--- config.mk ---
export PLATFORM = sky130hd
export DESIGN_NAME = sync_fifo_flags
export DESIGN_NICKNAME = d
export VERILOG_FILES = /design/src/rtl/fifo_pkg.sv /design/src/rtl/fifo_mem.sv /design/src/rtl/fifo_ctl.sv /design/src/rtl/fifo_margin.sv /design/src/rtl/sync_fifo_flags.sv
export SDC_FILE = /design/constraint.sdc
export NUM_CORES = 1
export LEC_CHECK = 0
export BUFFER_PORTS_ARGS = -buffer_cell sky130_fd_sc_hd__clkbuf_2
export CAP_MARGIN = 10
export CORE_MARGIN = 1.5
export CORE_UTILIZATION = 55
export DETAILED_ROUTE_END_ITERATION = 8
export PLACE_DENSITY = 0.81
export SLEW_MARGIN = 20
export SYNTH_ARGS = -nofsm -noshare
export SYNTH_HDL_FRONTEND = slang
export SYNTH_SLANG_ARGS = --single-unit
--- constraint.sdc ---
create_clock -name clk -period 2 [get_ports clk]
set_input_delay 0.2 -clock clk [delete_from_list [all_inputs] [get_ports clk]]
set_output_delay 0.2 -clock clk [all_outputs]
set_load 0.02 [all_outputs]
--- src/rtl/fifo_pkg.sv ---
package fifo_pkg;
  typedef enum logic [1:0] {
    XF_IDLE = 2'b00,
    XF_POP  = 2'b01,
    XF_PUSH = 2'b10,
    XF_BOTH = 2'b11
  } xfer_e;

  function automatic int unsigned level_width(int unsigned depth, int unsigned margin);
    return $clog2(depth + margin + 1);
  endfunction
endpackage

--- src/rtl/fifo_mem.sv ---
module fifo_mem #(
  parameter int unsigned DATA_W = 8,
  parameter int unsigned DEPTH  = 16,
  localparam int unsigned ADDR_W = $clog2(DEPTH)
) (
  input  logic              clk,
  input  logic              wr_en,
  input  logic [ADDR_W-1:0] waddr,
  input  logic [DATA_W-1:0] wdata,
  input  logic [ADDR_W-1:0] raddr,
  output logic [DATA_W-1:0] rdata
);
  logic [DATA_W-1:0] cells [DEPTH];

  for (genvar g = 0; g < DEPTH; g++) begin : g_cell
    always_ff @(posedge clk) begin
      if (wr_en && (waddr == ADDR_W'(g))) begin
        cells[g] <= wdata;
      end
    end
  end

  assign rdata = cells[raddr];
endmodule

--- src/rtl/fifo_ctl.sv ---
module fifo_ctl #(
  parameter int unsigned DEPTH = 16,
  localparam int unsigned ADDR_W = $clog2(DEPTH)
) (
  input  logic              clk,
  input  logic              rst_n,
  input  logic              push,
  input  logic              pop,
  output logic              wr_ok,
  output logic              rd_ok,
  output logic [ADDR_W-1:0] wptr,
  output logic [ADDR_W-1:0] rptr,
  output logic              full,
  output logic              empty
);
  import fifo_pkg::*;

  logic [ADDR_W-1:0] wptr_q, wptr_d, rptr_q, rptr_d;
  logic              full_q, full_d, empty_q, empty_d;
  xfer_e             xf;

  assign wr_ok = push & ~full_q;
  assign rd_ok = pop & ~empty_q;
  assign xf    = xfer_e'({wr_ok, rd_ok});

  always_comb begin
    wptr_d  = wptr_q;
    rptr_d  = rptr_q;
    full_d  = full_q;
    empty_d = empty_q;
    unique case (xf)
      XF_PUSH: begin
        wptr_d  = wptr_q + 1'b1;
        empty_d = 1'b0;
        if (wptr_d == rptr_q) full_d = 1'b1;
      end
      XF_POP: begin
        rptr_d = rptr_q + 1'b1;
        full_d = 1'b0;
        if (rptr_d == wptr_q) empty_d = 1'b1;
      end
      XF_BOTH: begin
        wptr_d = wptr_q + 1'b1;
        rptr_d = rptr_q + 1'b1;
      end
      default: ;
    endcase
  end

  always_ff @(posedge clk or negedge rst_n) begin
    if (!rst_n) begin
      wptr_q  <= '0;
      rptr_q  <= '0;
      full_q  <= 1'b0;
      empty_q <= 1'b1;
    end else if (xf != XF_IDLE) begin
      wptr_q  <= wptr_d;
      rptr_q  <= rptr_d;
      full_q  <= full_d;
      empty_q <= empty_d;
    end
  end

  assign wptr  = wptr_q;
  assign rptr  = rptr_q;
  assign full  = full_q;
  assign empty = empty_q;
endmodule

--- src/rtl/fifo_margin.sv ---
module fifo_margin #(
  parameter int unsigned DEPTH  = 16,
  parameter int unsigned MARGIN = 7,
  localparam int unsigned LVL_W = fifo_pkg::level_width(DEPTH, MARGIN)
) (
  input  logic clk,
  input  logic rst_n,
  input  logic wr_ok,
  input  logic rd_ok,
  output logic near_full
);
  logic [LVL_W-1:0] lvl_q, lvl_d;
  logic             near_q, near_d;
  logic             step_en;

  assign step_en = wr_ok ^ rd_ok;

  always_comb begin
    lvl_d  = lvl_q + LVL_W'(wr_ok) - LVL_W'(rd_ok);
    near_d = (lvl_d >= LVL_W'(DEPTH));
  end

  always_ff @(posedge clk or negedge rst_n) begin
    if (!rst_n) begin
      lvl_q  <= LVL_W'(MARGIN);
      near_q <= 1'b0;
    end else if (step_en) begin
      lvl_q  <= lvl_d;
      near_q <= near_d;
    end
  end

  assign near_full = near_q;
endmodule

--- src/rtl/sync_fifo_flags.sv ---
module sync_fifo_flags #(
  parameter int unsigned DATA_W = 8,
  parameter int unsigned DEPTH  = 16,
  parameter int unsigned MARGIN = 7
) (
  input  logic              clk,
  input  logic              rst_n,
  input  logic              push,
  input  logic [DATA_W-1:0] wr_data,
  input  logic              pop,
  output logic [DATA_W-1:0] rd_data,
  output logic              full,
  output logic              not_full,
  output logic              empty,
  output logic              not_empty,
  output logic              near_full
);
  localparam int unsigned ADDR_W = $clog2(DEPTH);

  logic              wr_ok, rd_ok;
  logic [ADDR_W-1:0] wptr, rptr;

  fifo_ctl #(.DEPTH(DEPTH)) u_ctl (
    .clk(clk), .rst_n(rst_n), .push(push), .pop(pop),
    .wr_ok(wr_ok), .rd_ok(rd_ok), .wptr(wptr), .rptr(rptr),
    .full(full), .empty(empty)
  );

  fifo_mem #(.DATA_W(DATA_W), .DEPTH(DEPTH)) u_mem (
    .clk(clk), .wr_en(wr_ok), .waddr(wptr), .wdata(wr_data),
    .raddr(rptr), .rdata(rd_data)
  );

  fifo_margin #(.DEPTH(DEPTH), .MARGIN(MARGIN)) u_margin (
    .clk(clk), .rst_n(rst_n), .wr_ok(wr_ok), .rd_ok(rd_ok),
    .near_full(near_full)
  );

  assign not_full  = ~full;
  assign not_empty = ~empty;
endmodule

== Word level (Yosys, flattened, before mapping) ==
Memories as Yosys holds them, arrays and structs flattened.
Cells that the tools add are included.
Operators by class
  add/subtract/negate cells: 4
  multiply operators: 0
  div/mod/pow operators: 0
  magnitude comparators: 1
  equality and inequality tests: 22
  shift-type cells: 0
  multiplexer cells: 81
  bitwise logic cells: 5
  reduce and logical (&&, ||, !) cells: 40
Operators by type and width (number)
  two-way mux 8 bit: 15
  OR reduction 8 bit: 15
  two-way mux 4 bit: 15
  two-way mux 1 bit: 49
  == test 4 bit (second input constant): 8
  == test 4 x 3 -> 1 bit (second input constant): 4
  logical AND 1 bit: 16
  adder 4 x 1 -> 4 bit (second input constant): 2
  == test 4 x 2 -> 1 bit (second input constant): 2
  == test 4 bit: 2
  AND reduction 3 bit: 2
  adder 5 x 1 -> 5 bit: 1
  >= comparator 5 bit (second input constant): 1
  subtractor 5 x 1 -> 5 bit: 1
  == test 2 bit (second input constant): 2
  == test 4 x 1 -> 1 bit (second input constant): 1
  zero test 4 bit: 1
  != test 2 x 1 -> 1 bit (second input constant): 2
  case mux 1 bit (2 select lines): 2
  AND reduction 2 bit: 2
  nonzero test 2 bit: 2
  OR reduction 2 bit: 2
  bitwise AND 1 bit: 2
  == test 2 x 1 -> 1 bit (second input constant): 1
  2 further kinds: 3
Word-level totals
  bits in registers: 16
  bits in latches: 0
  bits in writable memories: 128
  memory bits (read-only): 0
  output and inout port bits: 13
  logic and storage cells: 160
  memories kept: 1
Memory list
  u_mem.cells: words 16, width 8, read ports 1, clocked after memory_dff 0, write ports 1, RTL line fifo_mem.sv:13  | logic [DATA_W-1:0] cells [DEPTH];

== Logic depth before layout (Yosys ltp) ==
Gate-level depths: netlist of run 1.
  word-level depth: 21
  mapped depth: 13

== Hierarchy ==
A second synthesis of run 1 with hierarchy kept.
Second synthesis, totals
  cells, all modules: 308
  area total of the unflattened synthesis: 5879.4 um2
By module, submodules not included
  fifo_mem: times used 1, cells an instance 221, area each 4987.3 um2, seq. area each 3843.7 um2
  fifo_ctl: times used 1, cells an instance 47, area each 520.5 um2, seq. area each 251.5 um2
  fifo_margin: times used 1, cells an instance 38, area each 364.1 um2, seq. area each 128.9 um2
  sync_fifo_flags: times used 1, cells an instance 2, area each 7.5 um2, seq. area each 0.0 um2

== Least setup slack after synthesis of run 1 ==
No wires, ideal clock.
  path type: reg-to-reg
  start: register u_ctl.empty_q (netlist: u_ctl.empty)
  end: register u_margin.lvl_q[4]
  library setup time: 0.128 ns
  arrival: 2.100 ns
  setup slack: -0.229 ns
  stages on the path, launching flop included: 14
  path buffers: 1
  period minus slack after synthesis: 2.229 ns
  cell sequence: dfstp_2 -> nor2b_1 -> clkbuf_1 -> inv_1 -> nand2_1 -> nand2_1 -> ha_1 -> inv_1 -> fa_1 -> inv_1 -> a21o_1 -> a21oi_1 -> mux2i_1 -> xnor2_1
On the way
  cells in the longest elaborated chain, start to end: 3
  elaborated cells on any way between the ends: 4
  classes of those cells: add/sub: 1; bitwise: 3
RTL lines
  from (decl): RTL line fifo_ctl.sv:19  | logic full_q, full_d, empty_q, empty_d;
  from (signal assigned): RTL line fifo_ctl.sv:60  | empty_q <= empty_d;
  NOT 1 bit *: RTL line fifo_ctl.sv:23  | assign rd_ok = pop & ~empty_q;
  bitwise AND 1 bit *: RTL line fifo_ctl.sv:23
  subtractor 5 x 1 -> 5 bit / XOR 1 bit (equally long branches): RTL line fifo_margin.sv:19, fifo_margin.sv:16
  to (signal assigned): RTL line fifo_margin.sv:25  | lvl_q <= LVL_W'(MARGIN);
  to (signal assigned): RTL line fifo_margin.sv:28  | lvl_q <= lvl_d;
  to (decl): RTL line fifo_margin.sv:12  | logic [LVL_W-1:0] lvl_q, lvl_d;
Mark *: on every way between the ends. The rest lies on a longest branch, timed or not.
A chain may end at the register's enable or synchronous reset.

== Final worst setup path of run 1 ==
  start: register u_ctl.rptr_q[0] (netlist: u_ctl.rptr[0])
  end: output port rd_data[7]
On the way
  cells in the longest elaborated chain, start to end: 1
RTL lines
  from (decl): RTL line fifo_ctl.sv:18  | logic [ADDR_W-1:0] wptr_q, wptr_d, rptr_q, rptr_d;
  from (signal assigned): RTL line fifo_ctl.sv:58  | rptr_q <= rptr_d;
  memory (16 x 8 bit)
  to (decl): RTL line sync_fifo_flags.sv:11  | output logic [DATA_W-1:0] rd_data,
Every way passes these cells.

==> impl_metrics.py, run 1 <==
metrics = {
    "run_status": {
        "status": "complete, but fails checks",
        "violations": "negative setup slack",
    },
    "place": {
        "gp_congestion": 0.905,
        "dp_hpwl_um": 7990,
        "portBuffers": 24,
        "placed_area_mm2": 0.00649,
    },
    "setup_path": {
        "arrival_ns": 2.30,
        "endpoint": "rd_data[7]",
        "cp.depth": 8,
        "reg2reg_depth": 12,
        "worst_ep_required_time_ns": 1.80,
        "setup.worst_path.class": "flip-flop to output pin",
        "worstSetupStartpointType": "flip-flop",
        "critical_path.slowest_cell": "dfrtp_2",
        "cp.buffers_inverters": 3,
        "crit_start": "u_ctl.rptr[0]$_DFFE_PN0P_",
        "worst_setup_path_end_kind": "output pin",
        "r2r_slack_ns": 0.06,
        "worstPathMaxFanout": 6,
        "max_stage_delay_ns": 0.41,
        "cp_top_family": "buffers and inverters",
        "path_cells": "buf_12 -> clkbuf_16 -> mux2_4 -> o21ai_2 -> a21oi_2 -> a22oi_2 -> nand2_1 -> buf_6",
        "r2r_end": "u_margin.lvl_q[4]$_DFFE_PN0P_",
        "r2r-start": "u_ctl.empty$_DFFE_PN1P_",
    },
    "grt": {
        "grt.busiest_layer": "met2",
        "track_usage": 0.253,
        "overflow": 0,
        "grt_pass1_wl_um": 20600,
        "grt_max_degree": 22,
        "antenna_found_initial": 0,
        "met3_usage": 0.0575,
        "grt_pass1_vias": 3527,
        "met1_usage": 0.336,
        "met2_usage": 0.411,
    },
    "yosys": {
        "ys_warn_count": 0,
        "synth-seq-cells": 143,
        "synth_area_per_cell_um2": 16.5,
        "synth_fp_nets": 389,
        "synth_area_mm2": 0.00603,
        "synthCells": 365,
        "synth_cell_type_count": 36,
        "yosysSeqAreaShare": 0.701,
    },
    "floorplan": {
        "fp.dieW_um": 108,
        "die_area_mm2": 0.0116,
        "ios": 25,
        "initial_core_util": 0.561,
        "placementRows": 38,
        "die-height_um": 108,
        "core_area_mm2": 0.0107,
    },
    "route": {
        "dr.pass1.iters": 5,
        "ant_nets": 0,
        "routed_wl_um": 15000,
        "route.detailed.drc": 0,
        "vias_per_cell": 6.23,
        "post_drt_wl_per_cell_um": 25.4,
        "vias": 3686,
        "drt_iter0_drc": 443,
    },
    "cts": {
        "clock_latency_ns": 0.54,
        "cts_root_buf": "clkbuf_8",
        "htreeDepth": 4,
        "clk_pin_slew_ns": 0.06,
        "clock_path_buffers": 2,
        "cts_tree": "done",
        "cts.sink_count": 143,
        "cts_buffers": 17,
    },
    "final_layout": {
        "antennaDiodeCount": 0,
        "synthToLayoutAreaGrowth_pct": 26.9,
        "nFillCells": 639,
        "fin_nets": 463,
        "final_cell_area_mm2": 0.00765,
        "drive_gt1_frac": 0.407,
    },
    "timing": {
        "drv_slew": 0,
        "holdWs_ns": 0.0898,
        "slew_headroom": 0.712,
        "fmax_mhz": 400,
        "fin_skew_ns": 0.0106,
        "rsz0062_at_grt": "true",
        "tightestPinTransition_ns": 0.432,
        "final-setup-viol-count": 8,
        "setup_ws_ns": -0.501,
        "hold_violations": 0,
        "period_share": 1.25,
        "fin_crit_ns": 2.50,
    },
    "pwr": {
        "p_clk_frac": 0.274,
        "p_leak_nw": 2.76,
        "power.internal_mw": 7.39,
        "power.net_switching_mw": 4.04,
        "power_mw": 11.4,
        "pwr-share-seq": 0.318,
        "powerDensity_mw_per_mm2": 1490,
        "peakVddDrop_v": 0.000722,
        "switching_share": 0.353,
        "combPwrFrac": 0.408,
    },
    "hold_path": {
        "min_path_type": "input pin to flip-flop",
    },
    "run": {
        "max_cap_viol_count": 0,
    },
}
-- cell usage after synthesis (all sizes together) --
library cell  count  area, um^2
a21o              2        15.0
a21oi            11        55.1
a221oi            8        70.1
a22oi             8        60.1
and2              1        6.26
buf              14         114
clkbuf            5        18.8
dfrtp            11         275
dfstp             4         105
edfxtp          128        3840
fa                1        20.0
ha               11         138
inv              12        45.0
mux2              9         101
mux2i            25         250
mux4             16         360
nand2            25        93.8
nand2b            3        18.8
nand3             2        15.0
nand4             1        6.26
nor2             15        56.3
nor2b             4        25.0
nor3              5        25.0
nor3b             1        7.51
o2111ai           1        8.76
o211a             1        10.0
o21ai            21         105
o32ai             1        8.76
or3               1        6.26
xnor2            12         113
xor2              6        52.6
-- worst register-to-register path: stages, from the launching register on --
cell and delay [ns]:
dfstp_2 0.56, nor2b_4 0.06, inv_2 0.05, nand2_1 0.04, nand2_1 0.05, ha_2 0.18, inv_2 0.04, fa_2 0.33
inv_1 0.06, a21o_1 0.11, a21oi_2 0.05, mux2i_1 0.19, xnor2_1 0.14
-- per-layer routing --
metal,up-vias,share of wire,wire (um)
met5,-,0,0
met4,0,0.023,348
met3,39,0.085,1280
met2,235,0.51,7710
met1,1858,0.38,5710
li1,1554,-,-
-- sequential cells by signal, indices dropped and copies added (netlist names) --
| name | cells |
|---|---|
| u_ctl.full | 1 |
| u_ctl.wptr | 4 |
| u_mem.cells | 128 |
| u_ctl.empty | 1 |
| u_ctl.rptr | 4 |
| u_margin.lvl_q | 5 |
-- layout make-up --
type	count	area [um^2]	share of cell area
clock buffers	17	414	0.0541
clock inverters	15	168	0.0219
inverters	12	45.0	0.00589
multi-input cells	191	1950	0.255
flip-flops and latches	143	4230	0.552
well taps	140	175	0.0229
repair buffers	74	669	0.0875
-- cell usage in the layout (no fill, tap or decap), types with 8 or more instances in the layout --
cell type | netlist | final
ha_1 | 11 | 10
edfxtp_1 | 128 | 128
o21ai_1 | 0 | 8
clkbuf_2 | 0 | 16
mux4_2 | 16 | 16
clkbuf_16 | 0 | 18
inv_1 | 12 | 10
nor2_1 | 15 | 15
dfrtp_1 | 11 | 10
buf_4 | 3 | 39
mux2i_1 | 25 | 17
xnor2_1 | 11 | 11
nand2_1 | 25 | 23
-- power by group through the flow --
stage          Combinational [mW]  Sequential (mW)  Clock (mW)
2_1_floorplan                2.39             3.65           0
3_3_place_gp                 3.14             3.66           0
3_5_place_dp                 3.23             3.68           0
4_1_cts                      3.66             3.64        3.09
5_1_grt                      4.90             3.65        3.29
6_report                     4.66             3.64        3.13
-- cell families (layout without fill, tap and decap cells) --
logic type | after synthesis | count (layout) | synth area share
AOI/OAI and AO/OA | 53 | 53 | 0.0552
muxes | 50 | 50 | 0.118
DFF | 143 | 143 | 0.701
xor gates and xnor gates | 18 | 18 | 0.0274
and+or+nand+nor | 58 | 58 | 0.0432
adders and majority gates | 12 | 12 | 0.0261
buffers and inverters | 31 | 118 | 0.0295
-- worst min path at each step --
stage / depth (start not counted) / to / startpoint
after floorplan: 0 / u_ctl.full$_DFFE_PN0P_ / rst_n
after global placement: 1 / u_margin.lvl_q[4]$_DFFE_PN0P_ / rst_n
after detailed placement: 1 / u_margin.lvl_q[4]$_DFFE_PN0P_ / rst_n
after CTS: 3 / u_ctl.empty$_DFFE_PN1P_ / pop
after global routing: 1 / u_mem.cells[0][0]$_DFFE_PP_ / wr_data[0]
final: 3 / u_ctl.empty$_DFFE_PN1P_ / pop
-- stage by stage --
| step | setup TNS [ns] | std cells | util | setup slack [ns] |
|---|---|---|---|---|
| after floorplan | -0.0892 | 365 | - | -0.0892 |
| after global placement | -0.0320 | 545 | 0.604 | -0.0113 |
| after detailed placement | -0.376 | 545 | 0.604 | -0.0827 |
| after CTS | -3.40 | 584 | 0.677 | -0.471 |
| after global routing | -3.94 | 592 | 0.712 | -0.542 |
| final | -3.37 | 592 | 0.712 | -0.501 |
-- what timing repair did --
item / in CTS / in global routing
pin swaps: 7 / 22
gates cloned: 2 / 2
hold endpoints to repair: 15 / 0
buffers inserted: 5 / 7
hold buffers: 1 / 0
setup endpoints to repair: 9 / 9
resized for setup: 29 / 76
Power figures use the tool's default switching activity.
==> run 2: changes to the inputs <==
--- a/config.mk
+++ b/config.mk
@@ -11,6 +11,7 @@
 export CORE_UTILIZATION = 55
 export DETAILED_ROUTE_END_ITERATION = 8
 export PLACE_DENSITY = 0.81
+export REMOVE_ABC_BUFFERS = 1
 export SLEW_MARGIN = 20
 export SYNTH_ARGS = -nofsm -noshare
 export SYNTH_HDL_FRONTEND = slang
==> impl_metrics.py, run 2 (same netlist as run 1, synthesis figures left out) <==
metrics = {
    "cts": {
        "clock_path_buffers": 2,
        "clk_pin_slew_ns": 0.06,
        "clock_latency_ns": 0.53,
        "htreeDepth": 4,
        "cts_tree": "done",
        "cts_buffers": 17,
        "cts_root_buf": "clkbuf_8",
        "cts.sink_count": 143,
    },
    "timing": {
        "drv_slew": 0,
        "final-setup-viol-count": 8,
        "setup_ws_ns": -0.498,
        "slew_headroom": 0.727,
        "fin_crit_ns": 2.50,
        "fin_skew_ns": 0.0111,
        "fmax_mhz": 400,
        "tightestPinTransition_ns": 0.409,
        "rsz0062_at_grt": "true",
        "period_share": 1.25,
        "holdWs_ns": 0.0538,
        "hold_violations": 0,
    },
    "route": {
        "drt_iter0_drc": 347,
        "route.detailed.drc": 0,
        "dr.pass1.iters": 5,
        "vias": 3475,
        "ant_nets": 0,
        "post_drt_wl_per_cell_um": 21.4,
        "vias_per_cell": 5.89,
        "routed_wl_um": 12600,
    },
    "setup_path": {
        "r2r-start": "u_ctl.empty$_DFFE_PN1P_",
        "setup.worst_path.class": "flip-flop to output pin",
        "crit_start": "u_ctl.rptr[0]$_DFFE_PN0P_",
        "worstPathMaxFanout": 8,
        "r2r_slack_ns": 0.06,
        "reg2reg_depth": 11,
        "worst_ep_required_time_ns": 1.80,
        "endpoint": "rd_data[5]",
        "arrival_ns": 2.30,
        "worst_setup_path_end_kind": "output pin",
        "worstSetupStartpointType": "flip-flop",
        "r2r_end": "u_margin.lvl_q[4]$_DFFE_PN0P_",
    },
    "grt": {
        "track_usage": 0.224,
        "grt_pass1_wl_um": 18600,
        "grt_max_degree": 21,
        "grt_pass1_vias": 3410,
        "antenna_found_initial": 0,
        "overflow": 0,
    },
    "final_layout": {
        "largest_reg_flops": 128,
        "drive_gt1_frac": 0.367,
        "antennaDiodeCount": 0,
        "largest_register": "u_mem.cells",
        "layout_commonest_cell": "edfxtp_1",
        "layout_common_cells": "128 x edfxtp_1, 40 x buf_4, 25 x mux2i_1, 24 x nand2_1, 19 x clkbuf_16",
        "final_cell_area_mm2": 0.00738,
        "nFillCells": 685,
        "top_regs": "u_mem.cells: 128 flops, u_margin.lvl_q: 5 flops",
        "synthToLayoutAreaGrowth_pct": 22.4,
        "fin_nets": 461,
        "final_util": 0.687,
    },
    "floorplan": {
        "placementRows": 38,
        "core_area_mm2": 0.0107,
        "die-height_um": 108,
        "die_area_mm2": 0.0116,
        "fp.dieW_um": 108,
        "initial_core_util": 0.561,
        "ios": 25,
    },
    "place": {
        "dp_hpwl_um": 7600,
        "gp_congestion": 0.832,
        "portBuffers": 24,
        "placed_area_mm2": 0.00651,
    },
    "pwr": {
        "powerDensity_mw_per_mm2": 1440,
        "p_leak_nw": 2.69,
        "peakVddDrop_v": 0.00100,
        "power_mw": 10.6,
    },
    "run_status": {
        "violations": "negative setup slack",
        "status": "complete, but fails checks",
    },
    "hold_path": {
        "min_path_type": "input pin to flip-flop",
        "min_from": "pop",
    },
    "run": {
        "max_cap_viol_count": 0,
    },
}
[run 2: worst min path at each step]
stage / endpoint / cells after the start
after floorplan: u_ctl.full$_DFFE_PN0P_ / 0
after global placement: u_margin.lvl_q[3]$_DFFE_PN0P_ / 1
after detailed placement: u_margin.lvl_q[4]$_DFFE_PN0P_ / 1
after CTS: u_ctl.empty$_DFFE_PN1P_ / 3
after global routing: u_ctl.empty$_DFFE_PN1P_ / 3
final: u_ctl.empty$_DFFE_PN1P_ / 3
[run 2: routing by layer]
metal / share of wire / global-route usage
met1: 0.39 / 0.291
met2: 0.52 / 0.360
met3: 0.070 / 0.0654
met4: 0.022 / 0.0799
met5: 0 / 0
[run 2: area by class of cell]
type | count | area [um^2] | area share
flip-flops and latches | 143 | 4230 | 0.572
multi-input cells | 191 | 1760 | 0.238
repair buffers | 72 | 627 | 0.0849
clock buffers | 18 | 418 | 0.0566
well taps | 140 | 175 | 0.0237
clock inverters | 14 | 134 | 0.0181
inverters | 12 | 45.0 | 0.00610
[run 2: repair_timing]
item | CTS | global route
resized for setup | 9 | 59
pin swaps | 1 | 17
endpoints found under the setup margin | 9 | 10
hold endpoints to repair | 15 | 0
hold buffers | 1 | 0
gates cloned | 0 | 3
setup buffers | 0 | 7
[run 2: power breakdown]
part,leakage (nW),switching (mW),internal (mW)
sequential,1.32,0.222,3.46
combinational,1.10,2.09,1.99
clock,0.260,1.21,1.67
total,2.69,3.52,7.11
[run 2: worst max-delay path, stage by stage, from the launching register on]
cell	delay, ns
dfrtp_2	0.56
buf_12	0.16
mux2_2	0.33
o21ai_1	0.19
a21oi_1	0.11
a22oi_2	0.19
nand2_1	0.09
buf_6	0.14
[run 2: through the flow]
step / setup TNS (ns) / setup slack (ns) / std cells
2_1_floorplan: -17.30 / -0.975 / 346
3_3_place_gp: 0 / 0.0389 / 547
3_5_place_dp: -0.0184 / -0.0184 / 547
4_1_cts: -3.56 / -0.476 / 580
5_1_grt: -4.39 / -0.583 / 590
6_report: -3.70 / -0.498 / 590
